## src/rtl/ea_unit.sv

```systemverilog
module ea_unit #(
  parameter int AW  = 32,
  parameter int DW  = 16,
  parameter int RIW = 5
) (
  input  logic           clk,
  input  logic           rst_n,
  input  logic           req_valid,
  output logic           req_ready,
  input  logic [2:0]     req_mode,
  input  logic [AW-1:0]  req_imm,
  input  logic [DW-1:0]  req_disp,
  input  logic [1:0]     req_size,
  input  logic [RIW-1:0] req_base,
  input  logic [RIW-1:0] req_index,
  input  logic           kill,
  output logic [RIW-1:0] rf_raddr_a,
  input  logic [AW-1:0]  rf_rdata_a,
  output logic [RIW-1:0] rf_raddr_b,
  input  logic [AW-1:0]  rf_rdata_b,
  output logic           rf_we,
  output logic [RIW-1:0] rf_waddr,
  output logic [AW-1:0]  rf_wdata,
  output logic           mem_re,
  output logic [AW-1:0]  mem_raddr,
  input  logic [AW-1:0]  mem_rdata,
  output logic           ea_valid,
  output logic [AW-1:0]  ea_addr,
  output logic           ea_misaligned
);
  typedef enum logic [1:0] {S_IDLE, S_EXEC, S_WAIT} st_t;
  st_t st;

  logic [2:0]     m_mode;
  logic [AW-1:0]  m_imm;
  logic [DW-1:0]  m_disp;
  logic [1:0]     m_size;
  logic [RIW-1:0] m_base, m_idx;
  logic [AW-1:0]  step, calc;

  wire is_ind  = (m_mode == 3'd4);
  wire is_auto = (m_mode == 3'd5) || (m_mode == 3'd6);
  wire [AW-1:0] disp_x = {{(AW-DW){m_disp[DW-1]}}, m_disp};

  always_ff @(posedge clk) begin
    if (!rst_n) st <= S_IDLE;
    else begin
      case (st)
        S_IDLE:  if (req_valid) st <= S_EXEC;
        S_EXEC:  st <= (is_ind && !kill) ? S_WAIT : S_IDLE;
        default: st <= S_IDLE;
      endcase
    end
  end

  always_ff @(posedge clk) begin
    if (st == S_IDLE && req_valid) begin
      m_mode <= req_mode;
      m_imm  <= req_imm;
      m_disp <= req_disp;
      m_size <= req_size;
      m_base <= req_base;
      m_idx  <= req_index;
    end
  end

  always_comb begin
    case (m_size)
      2'd0:    step = AW'(1);
      2'd1:    step = AW'(2);
      default: step = AW'(4);
    endcase
  end

  always_comb begin
    case (m_mode)
      3'd1, 3'd5, 3'd6: calc = rf_rdata_a;
      3'd2:             calc = rf_rdata_a + disp_x;
      3'd3:             calc = rf_rdata_a + rf_rdata_b;
      default:          calc = m_imm;
    endcase
  end

  assign req_ready  = (st == S_IDLE);
  assign rf_raddr_a = m_base;
  assign rf_raddr_b = m_idx;

  assign ea_addr  = (st == S_WAIT) ? mem_rdata : calc;
  assign ea_valid = !kill && ((st == S_EXEC && !is_ind) || st == S_WAIT);

  assign rf_we    = (st == S_EXEC) && is_auto && !kill;
  assign rf_waddr = m_base;
  assign rf_wdata = (m_mode == 3'd6) ? rf_rdata_a - step : rf_rdata_a + step;

  assign mem_re    = (st == S_EXEC) && is_ind && !kill;
  assign mem_raddr = rf_rdata_a;

  assign ea_misaligned = ea_valid &&
    ((m_size == 2'd0) ? 1'b0 : (m_size == 2'd1) ? ea_addr[0] : |ea_addr[1:0]);
endmodule

```

## config.mk

```make
export PLATFORM = sky130hd
export DESIGN_NAME = ea_unit
export DESIGN_NICKNAME = d
export VERILOG_FILES = /design/src/rtl/ea_unit.sv
export SDC_FILE = /design/constraint.sdc
export NUM_CORES = 1
export LEC_CHECK = 0
export BUFFER_PORTS_ARGS = -buffer_cell sky130_fd_sc_hd__buf_2
export CORE_MARGIN = 1.5
export CORE_UTILIZATION = 55
export DETAILED_ROUTE_END_ITERATION = 6
export PLACE_DENSITY = 0.95
export SYNTH_ARGS = -nofsm -noshare
export SYNTH_HDL_FRONTEND = slang
export SYNTH_SLANG_ARGS = --single-unit
```

## constraint.sdc

```tcl
create_clock -name clk -period 8 [get_ports clk]
set_input_delay 1.2 -clock clk [delete_from_list [all_inputs] [get_ports clk]]
set_output_delay 1.2 -clock clk [all_outputs]
set_load 0.02 [all_outputs]
```

; ---- Word-level counts from Yosys, hierarchy flattened
; Cells that the tools add are included.
[op_classes]
addsub = 4
n_eq_ne = 10
n_mux = 9
reduce_logical = 17
[op_table]
columns = cell, n
row1 = adder 32 bit, 3
row2 = one-hot mux 32 bit (3 select lines), 1
row3 = two-way mux 32 bit, 2
row4 = subtractor 32 bit, 1
row5 = "== test 3 bit, second input constant", 3
row6 = logical AND 1 bit, 9
row7 = "== test 3 x 2 -> 1 bit, second input constant", 2
row8 = one-hot mux 3 bit (2 select lines), 1
row9 = "== test 2 x 1 -> 1 bit, second input constant", 2
row10 = logical NOT 2 bit, 2
row11 = two-way mux 2 bit, 2
row12 = one-hot mux 2 bit (2 select lines), 1
row13 = "== test 3 x 1 -> 1 bit, second input constant", 1
row14 = OR reduction 3 bit, 1
row15 = "== test 2 bit, second input constant", 1
row16 = logical NOT 1 bit, 2
row17 = logical OR 1 bit, 2
row18 = two-way mux 1 bit, 2
row19 = "!= test 2 bit, second input constant", 1
row20 = OR reduction 2 bit, 1
[totals]
register_bits = 65
in_bits = 163
output_inout_bits = 116
elab_cells = 47

; ---- Logic depth before layout (Yosys ltp)
[logic_depth]
word_depth = 8
depth_mapped = 17
depth_no_buf = 14

; ---- Least setup slack after synthesis
; No wires, ideal clock.
[synth_path]
path_type = register -> output
startpoint = register m_mode[1]
endpoint = output port ea_addr[24]
arrival_ns = 3.821
slack_ns = 2.979
path_stages_with_launch = 18
path_buffers = 3
cell_sequence = edfxtp_1 clkbuf_1 nand2b_1 clkbuf_1 nor2_1 clkbuf_1 nand2_1 nand2_1 ha_1 fa_1 nand3_1 a2111oi_4 o211ai_1 o211a_1 o31ai_2 a31oi_1 mux2i_1 a211oi_1
[synth_between]
elab_chain_cells = 4
[synth_lines]
columns = element, line
row1 = start: declaration, 34  ; logic [2:0] m_mode;
row2 = start signal: assignment, 58  ; m_mode <= req_mode;
row3 = == test 3 bit or == test 3 x 1 -> 1 bit (tied branches), 76  ; case (m_mode)
row4 = OR reduction 3 bit, 76
row5 = one-hot mux 32 bit (3 select lines) *, 76
row6 = two-way mux 32 bit *, 88  ; assign ea_addr = (st == S_WAIT) ? mem_rdata : calc;
row7 = end: declaration, 28  ; output logic [AW-1:0] ea_addr,
; Every way passes the cells marked *; elsewhere a longest branch is shown, timed or not.

; ---- Worst setup path in the final report
[layout_path]
startpoint = register m_mode[1]
endpoint = output port ea_addr[19]
; Same word-level chain as after synthesis.

==> qor.txt <==
Fin crit share: 77.4%
Mapped Area: 0.00713 mm2
Critical Path AT: 4.99 ns
Num Clock Sinks: 65
Core area: 0.0126 mm2
Number of cells on the worst reg-to-reg path: 3
Largest delay share family, worst path: compound AO/OA/AOI/OAI gates
Nets: 1313
Layout Cells excl Fill: 1255
Element type at the critical path end: primary output
Filler cells: 1060
Slowest-stage cell, CP: edfxtp_1
Yosys warns: 0
Worst R2R Start: st[1]
Row count: 41
Vias: 7518
Largest net degree at the start of global routing: 64
Net Count, Synth: 1091
WL per Instance: 18.1 um
Antenna violations before repair: 1
Max-cap viol count: 0
Yosys cell types: 70
Synth Area per Inst: 8.34 um2
Comb power frac: 46.5%
Seq pwr share: 28.0%
Prevailing post-synth register cell: edfxtp_1
Vias per cell: 5.99
Vias in the first global route: 6801
First-pass GRT wire length: 34.0 mm
DRC viols: 0
WHS Path Cells: 2
Final instance area: 0.00867 mm2
Number of buffers and inverters on the critical path: 2
Fin. max-slew vios: 0
Fin crit period: 6.19 ns
Cts repair resizes: 0
Setup WS post-layout: 1.81 ns
Num CTS Buffers: 9
Initial Utilization: 56.5%
DP HPWL: 18.0 mm
Placed cell area: 0.00838 mm2
Worst setup path category: reg -> out
Cell leakage power: 4.21 nW
Seq/Total Area, Yosys: 27.1%
IO Port Bufs: 278
CTS tree: yes
Slew @ Worst Pin: 0.892 ns
Worst skew pair latency: 0.33 ns
Most frequent CP cell: nand2_1
CTS Hold Bufs: 0
CP required: 6.80 ns
Clock buffer depth: 2
Hold endpoint: st[0]
GRT Util Overall: 32.4%
RSZ-0062 raised after global routing: false
Postcts setup bufs: 0
Switching power: 0.000593 W
Reg-to-Reg End: m_imm[18]
Initial DRC count: 904
Sw Share: 40.4%
Largest stage delay, worst path: 0.76 ns
Worst Min Path Start: st[1]
Routed wire length: 22.7 mm
Root Buffer: clkbuf_16
Final Hold Fails: 0
Relative slew slack: 40.5%
Clock skew: 0.00862 ns
Clock power frac: 25.5%
Final setup viols: 0
DP Cell Count: 1238
Post-route ant nets: 0
Initial DRT Pass Iterations: 6
CP startpoint kind: flip-flop
PD cells: 169 mW/mm2
Peak VDD IR: 0.186 mV
Outcome: finished, final reports clean
Post-synthesis cell count: 855
Most common cell after layout, fill and taps aside: buf_2
H-tree depth: 3
Flop2flop setup slack: 6.34 ns
Post-synth ARST share: 0%
CP Cell Sequence: nand2b_1, nor2_2, buf_4, nand2_1, nand2_1, ha_1, a21o_1, a221oi_2, o21bai_1, a21oi_1, o21ai_0, xnor2_1, nand2_1, a21oi_1, buf_2
Yosys reg bits: 65
P&R area growth vs syn: 21.5%
Max Freq: 0.162 GHz
Clock transition at path regs: 0.06 ns
GPL Wtd Cong: 1.02
Worst hold path class: reg -> reg
Die width: 117 um
Pre-CTS WS: 2.28 ns
Most frequent cells in the layout: 278 x buf_2, 106 x nand2_1, 92 x a21oi_1
I/O pin total: 279
Full die area: 0.0137 mm2
EDFF count, synth: 63
Setup TNS: 0 ns
Die height: 117 um
CP Max Fanout: 32
Layout cells sized above 1: 29.8%
Global route overflow: 0
P_int: 0.000875 W
-- flip-flops by register name, summed over array words and instances, names as in the netlist --
signal and cells:
m_mode 3, rf_raddr_b 5, m_size 2, st 2, m_disp 16, m_imm 32
rf_raddr_a 5
-- stage by stage --
step | util (%) | total power [W] | hold slack [ns]
final | 68.7 | 0.00147 | 0.677
after CTS | 68.7 | 0.00146 | 0.678
after global placement | 66.4 | 0.00107 | 0.633
after floorplan | - | 0.000884 | 0.685
after detailed placement | 66.4 | 0.00108 | 0.658
after global routing | 68.7 | 0.00155 | 0.720
-- worst max-delay path by stage --
stage                         start          end  slack (ns)  cells after the start
final                     m_mode[1]  ea_addr[19]        1.81                     15
after CTS                 m_mode[0]  ea_addr[24]        1.90                     13
after global routing      m_mode[0]  ea_addr[24]        1.41                     13
after global placement    m_mode[0]  ea_addr[24]        2.38                     13
after floorplan           m_mode[1]  ea_addr[24]        2.98                     17
after detailed placement  m_mode[0]  ea_addr[24]        2.28                     13
-- worst register-to-register path: stages (launching register included) --
cell     delay (ns)
dfxtp_1        0.33
nor2_1         0.16
and2_2         0.16
buf_4          0.61
-- routing by layer --
metal / track usage, % / vias up / part of all wire, %
met2: 50.5 / 465 / 45
li1: - / 3584 / -
met1: 46.0 / 3413 / 42
met4: 11.1 / 0 / 2.8
met3: 5.05 / 56 / 10
met5: 0 / - / 0
-- power groups by stage --
stage                     clock (W)  combinational, W  sequential, W
after floorplan                   0          0.000470       0.000414
after global placement            0          0.000658       0.000416
after detailed placement          0          0.000666       0.000417
after CTS                  0.000379          0.000671       0.000410
after global routing       0.000393          0.000740       0.000413
final                      0.000374          0.000683       0.000411
-- layout make-up --
cell class | count | area (um2) | area share, %
diodes | 1 | 2.50 | 0.0289
well taps | 172 | 215 | 2.48
inverters | 28 | 105 | 1.21
clock buffers | 9 | 225 | 2.60
multi-input cells | 688 | 4680 | 54.0
flip-flops and latches | 65 | 1930 | 22.3
clock inverters | 7 | 61.3 | 0.707
repair buffers | 285 | 1440 | 16.7
-- cells by family (layout without fill, tap and decap cells) --
family                   count (synthesis)  count (layout)  share of synthesized area [%]
buffers and inverters                  102             329                           7.35
other                                    0               1                              0
AO/OA/AOI/OAI                          271             271                           25.2
multiplexers                            29              29                           4.16
flip-flops                              65              65                           27.1
adder cells (fa/ha/maj)                 73              73                           13.0
XOR/XNOR                                48              48                           6.00
AND/OR/NAND/NOR                        267             267                           17.2
-- synth_stat cells, types with 4 or more instances --
master,n,area (um2)
a21oi_1,92,460
xor2_1,18,158
nor3_1,16,80.1
nand2_1,106,398
xnor2_1,29,254
edfxtp_1,63,1890
a222oi_1,5,50.1
inv_1,27,101
mux2_2,5,56.3
a21o_1,40,300
a211oi_1,5,37.5
nor2b_1,5,31.3
a31oi_1,12,75.1
or2_2,4,25.0
a221oi_1,9,78.8
o31ai_1,4,30.0
ha_1,71,888
and2_1,5,31.3
o21ai_0,42,210
nand4_1,14,87.6
nand3_1,15,75.1
buf_4,37,278
nor2_1,65,244
clkbuf_1,34,128
nand2b_1,12,75.1
and3_1,6,37.5
o21bai_1,10,75.1
a21boi_0,5,37.5
o211ai_1,7,52.6
mux2i_1,24,240
(Power assumes the default switching activity.)
